### src/rtl/cmdwr_pkg.sv
package cmdwr_pkg;
  localparam logic [7:0] OP_CONT  = 8'd3;
  localparam logic [7:0] OP_RAND  = 8'd4;
  localparam logic [7:0] OP_BASE  = 8'd8;
  localparam logic [7:0] OP_TBL32 = 8'd10;
  localparam logic [7:0] OP_TBL64 = 8'd11;

  typedef enum logic [2:0] {
    ERR_NONE   = 3'd0,
    ERR_COUNT  = 3'd1,
    ERR_NOBASE = 3'd2,
    ERR_MISS   = 3'd3,
    ERR_OPCODE = 3'd4
  } err_e;

  typedef enum logic [3:0] {
    S_IDLE, S_HDR, S_CONT_OFS, S_CONT_DAT, S_RAND_OFS, S_RAND_VAL,
    S_TBL_MEM, S_TBL_TGT, S_TBL_DAT, S_FAIL
  } st_e;
endpackage

### src/rtl/cmdwr_basetab.sv
module cmdwr_basetab #(
  parameter int N    = 8,
  parameter int ID_W = 24,
  localparam int IW  = (N > 1) ? $clog2(N) : 1
) (
  input  logic            clk,
  input  logic            rst_n,
  input  logic            cfg_we,
  input  logic [IW-1:0]   cfg_idx,
  input  logic            cfg_vld,
  input  logic [ID_W-1:0] cfg_id,
  input  logic [31:0]     cfg_base,
  input  logic [ID_W-1:0] look_id,
  output logic            hit,
  output logic [31:0]     hit_base
);
  logic            vld_q  [N];
  logic [ID_W-1:0] id_q   [N];
  logic [31:0]     base_q [N];

  for (genvar g = 0; g < N; g++) begin : g_ent
    always_ff @(posedge clk or negedge rst_n) begin
      if (!rst_n) begin
        vld_q[g]  <= 1'b0;
        id_q[g]   <= '0;
        base_q[g] <= '0;
      end else if (cfg_we && (cfg_idx == IW'(g))) begin
        vld_q[g]  <= cfg_vld;
        id_q[g]   <= cfg_id;
        base_q[g] <= cfg_base;
      end
    end
  end

  // Scan from the top so the lowest matching index is the one kept.
  always_comb begin
    hit      = 1'b0;
    hit_base = '0;
    for (int i = N - 1; i >= 0; i--) begin
      if (vld_q[i] && (id_q[i] == look_id)) begin
        hit      = 1'b1;
        hit_base = base_q[i];
      end
    end
  end
endmodule

### src/rtl/cmdwr_wslot.sv
module cmdwr_wslot #(
  parameter int DW = 32
) (
  input  logic          clk,
  input  logic          rst_n,
  input  logic          push,
  input  logic [31:0]   push_addr,
  input  logic [DW-1:0] push_data,
  input  logic          wr_ready,
  output logic          wr_valid,
  output logic [31:0]   wr_addr,
  output logic [DW-1:0] wr_data,
  output logic          free
);
  assign free = !wr_valid || wr_ready;

  always_ff @(posedge clk or negedge rst_n) begin
    if (!rst_n) begin
      wr_valid <= 1'b0;
      wr_addr  <= '0;
      wr_data  <= '0;
    end else if (push) begin
      wr_valid <= 1'b1;
      wr_addr  <= push_addr;
      wr_data  <= push_data;
    end else if (wr_ready) begin
      wr_valid <= 1'b0;
    end
  end
endmodule

### src/rtl/cmdwr_decode.sv
module cmdwr_decode
  import cmdwr_pkg::*;
#(
  parameter int          LEN_W  = 20,
  parameter logic [31:0] LO_OFS = 32'h0,
  parameter logic [31:0] HI_OFS = 32'h4
) (
  input  logic             clk,
  input  logic             rst_n,
  input  logic             start,
  input  logic [LEN_W-1:0] stream_len,
  input  logic             cmd_valid,
  input  logic [31:0]      cmd_word,
  output logic             cmd_ready,
  input  logic             slot_free,
  input  logic             slot_busy,
  input  logic             lk_hit,
  input  logic [31:0]      lk_base,
  output logic             push,
  output logic [31:0]      push_addr,
  output logic [31:0]      push_data,
  output logic             done,
  output logic [2:0]       err_code
);
  localparam int CW = ((LEN_W > 18) ? LEN_W : 18) + 1;

  st_e              st;
  logic [LEN_W-1:0] rem;
  logic [16:0]      cnt;
  logic [31:0]      base, addr, pair_off;
  logic             base_ok, wide, hi;
  err_e             ecode;

  logic        accept, run;
  logic [7:0]  op;
  logic [16:0] tbl_bytes, tbl_n;
  logic [CW-1:0] rem_x, need_cont, need_rand, need_tbl;

  assign op        = cmd_word[31:24];
  assign tbl_bytes = {1'b0, cmd_word[15:0]} + 17'd1;
  assign tbl_n     = (op == OP_TBL64) ? {2'b0, tbl_bytes[16:3], 1'b0}
                                      : {2'b0, tbl_bytes[16:2]};
  assign rem_x     = CW'(rem);
  assign need_cont = CW'(cmd_word[15:0]) + CW'(2);
  assign need_rand = (CW'(cmd_word[15:0]) << 1) + CW'(1);
  assign need_tbl  = CW'(tbl_n) + CW'(3);

  assign run       = (st != S_IDLE) && (st != S_FAIL);
  assign cmd_ready = run && slot_free && !((st == S_HDR) && (rem == '0));
  assign accept    = cmd_valid && cmd_ready;

  always_comb begin
    push      = 1'b0;
    push_addr = addr;
    push_data = cmd_word;
    if (accept) begin
      unique case (st)
        S_CONT_DAT: push = 1'b1;
        S_RAND_VAL: begin
          push      = 1'b1;
          push_addr = base + pair_off;
        end
        S_TBL_DAT: begin
          push      = 1'b1;
          push_addr = addr + ((wide && hi) ? HI_OFS : LO_OFS);
        end
        default: push = 1'b0;
      endcase
    end
  end

  assign err_code = ecode;

  always_ff @(posedge clk or negedge rst_n) begin
    if (!rst_n) begin
      st       <= S_IDLE;
      rem      <= '0;
      cnt      <= '0;
      base     <= '0;
      base_ok  <= 1'b0;
      addr     <= '0;
      pair_off <= '0;
      wide     <= 1'b0;
      hi       <= 1'b0;
      ecode    <= ERR_NONE;
      done     <= 1'b0;
    end else begin
      done <= 1'b0;
      if (start) begin
        st      <= S_HDR;
        rem     <= stream_len;
        ecode   <= ERR_NONE;
        base    <= '0;
        base_ok <= 1'b0;
      end else if ((st == S_HDR) && (rem == '0)) begin
        if (!slot_busy) begin
          done <= 1'b1;
          st   <= S_IDLE;
        end
      end else if (accept) begin
        rem <= rem - 1'b1;
        unique case (st)
          S_HDR: begin
            unique case (op)
              OP_CONT: begin
                if ((cmd_word[15:0] == 16'd0) || (need_cont > rem_x)) begin
                  ecode <= ERR_COUNT;
                  st    <= S_FAIL;
                end else begin
                  cnt <= 17'(cmd_word[15:0]);
                  st  <= S_CONT_OFS;
                end
              end
              OP_RAND: begin
                if ((cmd_word[15:0] == 16'd0) || (need_rand > rem_x)) begin
                  ecode <= ERR_COUNT;
                  st    <= S_FAIL;
                end else begin
                  cnt <= 17'(cmd_word[15:0]);
                  st  <= S_RAND_OFS;
                end
              end
              OP_BASE: begin
                if (lk_hit) begin
                  base    <= lk_base;
                  base_ok <= 1'b1;
                end else begin
                  ecode <= ERR_MISS;
                  st    <= S_FAIL;
                end
              end
              OP_TBL32, OP_TBL64: begin
                if (!base_ok) begin
                  ecode <= ERR_NOBASE;
                  st    <= S_FAIL;
                end else if (need_tbl > rem_x) begin
                  ecode <= ERR_COUNT;
                  st    <= S_FAIL;
                end else begin
                  cnt  <= tbl_n;
                  wide <= (op == OP_TBL64);
                  st   <= S_TBL_MEM;
                end
              end
              default: begin
                ecode <= ERR_OPCODE;
                st    <= S_FAIL;
              end
            endcase
          end
          S_CONT_OFS: begin
            addr <= base + {8'b0, cmd_word[23:0]};
            st   <= S_CONT_DAT;
          end
          S_CONT_DAT: begin
            addr <= addr + 32'd4;
            cnt  <= cnt - 1'b1;
            if (cnt == 17'd1) st <= S_HDR;
          end
          S_RAND_OFS: begin
            pair_off <= cmd_word;
            st       <= S_RAND_VAL;
          end
          S_RAND_VAL: begin
            cnt <= cnt - 1'b1;
            st  <= (cnt == 17'd1) ? S_HDR : S_RAND_OFS;
          end
          S_TBL_MEM: st <= S_TBL_TGT;
          S_TBL_TGT: begin
            addr <= base + {8'b0, cmd_word[23:0]};
            hi   <= 1'b0;
            st   <= (cnt == '0) ? S_HDR : S_TBL_DAT;
          end
          S_TBL_DAT: begin
            hi  <= wide ? !hi : 1'b0;
            cnt <= cnt - 1'b1;
            if (cnt == 17'd1) st <= S_HDR;
          end
          default: st <= st;
        endcase
      end
    end
  end
endmodule

### src/rtl/cmdwr_engine.sv
module cmdwr_engine #(
  parameter int          LEN_W  = 20,
  parameter int          TAB_N  = 8,
  parameter int          ID_W   = 24,
  parameter logic [31:0] LO_OFS = 32'h0,
  parameter logic [31:0] HI_OFS = 32'h4,
  localparam int         TIW    = (TAB_N > 1) ? $clog2(TAB_N) : 1
) (
  input  logic             clk,
  input  logic             rst_n,
  input  logic             start,
  input  logic [LEN_W-1:0] stream_len,
  input  logic             cmd_valid,
  output logic             cmd_ready,
  input  logic [31:0]      cmd_word,
  output logic             wr_valid,
  input  logic             wr_ready,
  output logic [31:0]      wr_addr,
  output logic [31:0]      wr_data,
  input  logic             tab_we,
  input  logic [TIW-1:0]   tab_idx,
  input  logic             tab_vld,
  input  logic [ID_W-1:0]  tab_id,
  input  logic [31:0]      tab_base,
  output logic             done,
  output logic             err,
  output logic [2:0]       err_code
);
  logic        lk_hit, push, slot_free;
  logic [31:0] lk_base, push_addr, push_data;

  cmdwr_basetab #(.N(TAB_N), .ID_W(ID_W)) u_tab (
    .clk(clk), .rst_n(rst_n),
    .cfg_we(tab_we), .cfg_idx(tab_idx), .cfg_vld(tab_vld),
    .cfg_id(tab_id), .cfg_base(tab_base),
    .look_id(cmd_word[ID_W-1:0]), .hit(lk_hit), .hit_base(lk_base)
  );

  cmdwr_decode #(.LEN_W(LEN_W), .LO_OFS(LO_OFS), .HI_OFS(HI_OFS)) u_dec (
    .clk(clk), .rst_n(rst_n), .start(start), .stream_len(stream_len),
    .cmd_valid(cmd_valid), .cmd_word(cmd_word), .cmd_ready(cmd_ready),
    .slot_free(slot_free), .slot_busy(wr_valid),
    .lk_hit(lk_hit), .lk_base(lk_base),
    .push(push), .push_addr(push_addr), .push_data(push_data),
    .done(done), .err_code(err_code)
  );

  cmdwr_wslot #(.DW(32)) u_slot (
    .clk(clk), .rst_n(rst_n), .push(push),
    .push_addr(push_addr), .push_data(push_data),
    .wr_ready(wr_ready), .wr_valid(wr_valid),
    .wr_addr(wr_addr), .wr_data(wr_data), .free(slot_free)
  );

  assign err = (err_code != 3'd0);
endmodule

### config.mk
export PLATFORM = sky130hd
export DESIGN_NAME = cmdwr_engine
export DESIGN_NICKNAME = d
export VERILOG_FILES = /design/src/rtl/cmdwr_pkg.sv /design/src/rtl/cmdwr_basetab.sv /design/src/rtl/cmdwr_wslot.sv /design/src/rtl/cmdwr_decode.sv /design/src/rtl/cmdwr_engine.sv
export SDC_FILE = /design/constraint.sdc
export NUM_CORES = 2
export LEC_CHECK = 0
export CAP_MARGIN = 20
export CORE_UTILIZATION = 45
export DETAILED_ROUTE_END_ITERATION = 10
export DONT_BUFFER_PORTS = 1
export PLACE_DENSITY = 0.68
export SLEW_MARGIN = 20
export SYNTH_ARGS = -nofsm -noshare
export SYNTH_HDL_FRONTEND = slang
export SYNTH_HIERARCHICAL = 1
export SYNTH_SLANG_ARGS = --single-unit
### constraint.sdc
create_clock -name clk -period 3.43 [get_ports clk]
set_input_delay 0.5145 -clock clk [delete_from_list [all_inputs] [get_ports clk]]
set_output_delay 0.5145 -clock clk [all_outputs]
set_load 0.005 [all_outputs]
Word level (Yosys, flattened, before mapping) --
Cells that the tools add are included.
Storage, ports and cells: register bits 665, bits of input ports 118, output and inout port bits 71, logic and storage cells 229
Operators by class: add/subtract/negate cells 10, order comparisons 3, eq/ne operators 43, multiplexer cells 75, bitwise logic cells 3, reduce and logical (&&, ||, !) cells 57
Operators by type and width (count):
- $mux 32 | 15
- $eq 24x24->1 | 8
- $pmux 32 s2 | 2
- $mux 17 | 4
- $add 32x32->32 | 2
- $gt 21x20->1 | 3
- $mux 20 | 3
- $pmux 17 s3 | 1
- $mux 4 | 11
- $pmux 17 s2 | 1
- $mux 3 | 11
- $add 32x24->32 | 1
- $add 32x3->32 const B | 1
- $pmux 4 s7 | 1
- $eq 8x4->1 const B | 3
- $mux 1 | 23
- $logic_and 1x1->1 | 22
- $logic_not 20->1 | 1
- $sub 20x1->20 const B | 1
- $add 17x1->18 const B | 1
- $add 16x1->17 const B | 1
- $add 16x2->17 const B | 1
- $eq 17x1->1 const B | 1
- $logic_not 17->1 | 1
- other kinds (36) | 72

Depth between registers and ports, before layout --
depth in word-level cells 16, mapped depth 23, mapped depth without buffers 22

By module --
The synthesis kept the hierarchy.
Modules (own cells, without submodules):
- cmdwr_basetab | times used 1, cells an instance 1746, area an instance 21603.2 µm², seq. area each 11410.9 µm²
- cmdwr_decode | times used 1, cells an instance 1724, area an instance 13668.1 µm², seq. area each 3603.5 µm²
- cmdwr_wslot | times used 1, cells an instance 138, area an instance 2616.3 µm², seq. area each 1626.6 µm²
- cmdwr_engine | times used 1, cells an instance 1, area an instance 6.3 µm², seq. area each 0.0 µm²

Worst setup path before layout --
No wires, ideal clock.
path type input to register, start point input cmd_word[1], end point register u_dec.cnt[11], setup time 121 ps, data arrival time 4568 ps, data required time 3309 ps, path slack -1258 ps, stages 21, buffers on the path 1, path through ha_1 -> nand3_1 -> nor3_1 -> and3_1 -> clkbuf_1 -> nand2_1 -> xor2_1 -> nand2b_1 -> nand2b_1 -> or3b_1 -> xor2_1 -> ha_1 -> nand4_1 -> nor2_1 -> o2bb2ai_1 -> o31ai_1 -> a21oi_1 -> or4_4 -> a21oi_4 -> o21ai_0 -> a22o_1
Between the ends: word-level cells in the longest chain between the ends 6, elaborated cells between the ends (all ways) 19, classes of those cells add/sub (4); order compare (3); eq/ne (3); mux (5); reduce/logical (4)
Ends and longest elaborated chain:
- from (decl) | RTL line cmdwr_engine.sv:15 | input logic [31:0] cmd_word,
- $add 16x1->17 | RTL line cmdwr_decode.sv:40 | assign tbl_bytes = {1'b0, cmd_word[15:0]} + 17'd1;
- $mux 1 | RTL line cmdwr_decode.sv:41 | assign tbl_n = (op == OP_TBL64) ? {2'b0, tbl_bytes[16:3], 1'b0}
- $add 15x2->16 | RTL line cmdwr_decode.sv:46 | assign need_tbl = CW'(tbl_n) + CW'(3);
- $gt 21x20->1 | RTL line cmdwr_decode.sv:136 | end else if (need_tbl > rem_x) begin
- $ne 3x3->1 (no source line)
- $reduce_and 9->1 (no source line)
- to (signal assigned) | RTL line cmdwr_decode.sv:140 | cnt <= tbl_n;
- to (signal assigned) | RTL line cmdwr_decode.sv:157 | cnt <= cnt - 1'b1;
- to (signal assigned) | RTL line cmdwr_decode.sv:165 | cnt <= cnt - 1'b1;
- to (decl) | RTL line cmdwr_decode.sv:29 | logic [16:0] cnt;
Parallel ways exist; a longest one is shown, timed or not. The select of a mux whose other input is x is not followed. A chain may end at the register's enable or synchronous reset.

Worst setup path after layout --
start point input cmd_word[1], end point register u_dec.cnt[8]
The elaborated chain is that of the path after synthesis.

==> metrics <==
clock skew=0.0515 ns; Placed Area=0.0396 sq mm; wire length of the first global-routing pass=177 mm; Worst path slowest cell=or4_4; Mean Syn Cell Area=10.5 sq um; Reg clk slew, reported paths=0.06 ns; post-route minimum period=4.05 ns; PnR worst setup slack=-0.623 ns; post-synth cell types=89; WP data arrival=4.61 ns; slowest cell delay on critical path=0.44 ns; Worst Path Buf+Inv=4; Pwr Density=550 mW/mm^2; maximum achievable frequency=0.247 GHz; placer congestion estimate=0.951; CTS Buffer Depth=3; status=finished with violations; Rows=106; gr ovfl total=0; CTS tree=done; total clock sinks=665; Design Power=0.0240 W; most used cell, CP=buf_6; Hold Fails Final Rpt=0; CTS Root Cell=clkbuf_16; WL/cell=24.0 um; DRC viols=0; crit-path max FO=19; Core Util, Final=52.3%; Starting Density=45.4%; die span in y=292 um; # IOs=189; layout cells sized above 1=24.2%; FFs w/ async S/R, synth=100%; IO Port Bufs=0; unrepaired setup endpoints after global routing=yes; nets=3,925; FILL cells=7,277; Mapped Cells=3,609; worst skew pair latency=0.67 ns; die extent in x=292 um; Num CTS Buffers=74; H-tree levels=3; failing checks=negative setup slack; Slew Limit Fails=0; CP cell instances=ha_4 -> buf_6 -> nand3_4 -> nor3_4 -> and3_4 -> nand2_4 -> xor2_2 -> nand2b_4 -> nand2b_4 -> or3b_4 -> xor2_1 -> ha_1 -> nand4_1 -> buf_6 -> nor4_4 -> nor3_2 -> o31ai_4 -> a21oi_2 -> or4_4 -> a21oi_4 -> buf_12 -> buf_6 -> a21oi_2 -> a21oi_1; Mapped Area=0.0379 sq mm; vias in the first global route=28,324; Vias/cell=6.06; Antenna Violating Nets Remaining=0; Rel. slew slack=24.0%; layout overhead on the synthesized area=15.2%; finished layout cell area=0.0437 sq mm; Critical Setup Path Class=in2reg; post-route setup TNS=-12.25 ns; worst min path class=in2reg; Seq/Total Area, Yosys=43.9%; initial antenna violation count=12; startpoint types=primary input; Pre-antenna DRT Iters=7; DR iter-0 viols=2,603; number of synthesized flops with an enable pin=0; die area=0.0854 sq mm; Total Routing Usage GR=26.9%; cell family with most CP delay=simple AND/OR/NAND/NOR gates; core box area=0.0836 sq mm; Critical Path Sink Type=flop; post-DP HPWL=74.7 mm; Worst EP required=3.99 ns; maximum number of pins on one net before global-route repair=666; peak supply drop=417 uV; # setup viols final=23; max_cap viols=0; Routed Wire Length=116 mm; FF+latch count, synth=665; syn_nets=3,841; DR vias=29,298; Ys Warns=6; LEAKAGE=18.6 nW; worst-margin pin slew=1.13 ns; Most used DFF post-synth=dfrtp_1; fin crit share=118%
==> cell usage in the layout, fill, tap and decap left out, types with 32 or more instances in the layout <==
cell	Yosys	routed
a21oi_1	204	188
a221oi_1	35	35
a22o_1	38	38
a311oi_1	34	33
buf_4	39	145
clkbuf_16	0	74
dfrtp_1	665	665
dlygate4sd3_1	0	82
ha_1	112	108
inv_1	115	115
mux2_2	442	442
mux2_4	49	49
mux2i_1	35	35
nand2_1	256	251
nand3_1	72	69
nand4_1	101	101
nor2_1	146	141
nor3_1	62	53
nor4_1	36	32
o21a_1	48	48
o21ai_0	240	227
or3_1	44	43
xnor2_1	209	207
xor2_1	90	89
==> metal layers <==
metal | vias up | wire length, um | part of all wire [%] | global-route usage (%)
met5 | - | 93 | 0.080 | 0
met4 | 14 | 3970 | 3.4 | 9.37
met3 | 229 | 8850 | 7.6 | 5.24
met2 | 1151 | 53500 | 46 | 42.8
met1 | 14678 | 49900 | 43 | 36.5
li1 | 13226 | - | - | -
==> synthesized netlist by cell type, types with 90 or more instances <==
cell      instances  share of area [%]
clkbuf_1        142                1.4
mux2_2          442                 13
xnor2_1         209                4.8
xor2_1           90                2.1
dfrtp_1         665                 44
inv_1           115                1.1
nor2_1          146                1.4
ha_1            112                3.7
o21ai_0         240                3.2
nand2_1         256                2.5
a21oi_1         204                2.7
nand4_1         101                1.7
==> state kept, by name, summed over array words and instances (netlist names), 4 cells and up <==
name,cells
u_dec/addr,32
u_dec/base,32
u_dec/cnt,17
u_dec/pair_off,32
u_dec/rem,20
u_dec/st,4
u_slot/wr_addr,32
u_slot/wr_data,32
u_tab/base_q,256
u_tab/id_q,192
u_tab/vld_q,8
==> through the flow <==
step                      setup slack, ns  hold slack [ns]  cells
final                              -0.623           0.0101   4836
after global routing               -0.708          0.00127   4836
after CTS                          -0.443           -0.418   4817
after detailed placement            -1.35            0.252   4598
after global placement              -1.31            0.252   4598
after floorplan                    -0.862            0.219   3609
==> cell families after synthesis <==
logic type                 count (synthesis)  share of synthesized area (%)
other                                      1                        0.00990
DFF                                      665                           43.9
and+or+nand+nor                          849                           11.3
xor gates and xnor gates                 303                           7.08
AOI/OAI and AO/OA                        782                           13.2
adders and majority gates                114                           3.80
muxes                                    526                           16.0
buffers and inverters                    369                           4.70
==> report_power, final <==
group	leakage [nW]	switching [W]	internal, W
Combinational	9.07	0.00213	0.00242
Clock	1.33	0.00355	0.00524
Sequential	8.23	0.00116	0.00949
Total	18.6	0.00685	0.0172
==> path summary, 6_finish.rpt <==
check                          startpoint                end  slack, ns  cells after the start
max in group asynchronous           rst_n  u_tab/base_q[250]       0.35                      4
hold / removal                      start       u_dec/rem[9]       0.01                      1
hold reg to reg                  u_dec/hi           u_dec/hi       0.49                      1
setup / recovery              cmd_word[1]       u_dec/cnt[8]      -0.62                     24
setup reg to reg           u_tab/id_q[74]        u_dec/st[0]      -0.03                     14
min in group asynchronous           rst_n       u_dec/rem[5]       0.32                      1
==> area by class of cell <==
type / instances / area, sq um / area share (%)
Antenna cell: 4 / 10.0 / 0.0229
Clock buffer: 96 / 2060 / 4.73
Clock inverter: 39 / 661 / 1.51
Inverter: 115 / 432 / 0.988
Multi-Input combinational cell: 2576 / 20000 / 45.7
Sequential cell: 665 / 16600 / 38.1
Tap cell: 1080 / 1350 / 3.09
Timing Repair Buffer: 261 / 2560 / 5.86
==> timing repair <==
| item | CTS | global route |
|---|---|---|
| setup endpoints to repair | 31 | 35 |
| resized for setup | 28 | 44 |
| pin swaps | 7 | 18 |
| setup buffers | 2 | 9 |
| hold buffers | 80 | 2 |
| cloned | 2 | 0 |
| endpoints found under the hold margin | 1018 | 125 |
Power figures use the tool's default switching activity.
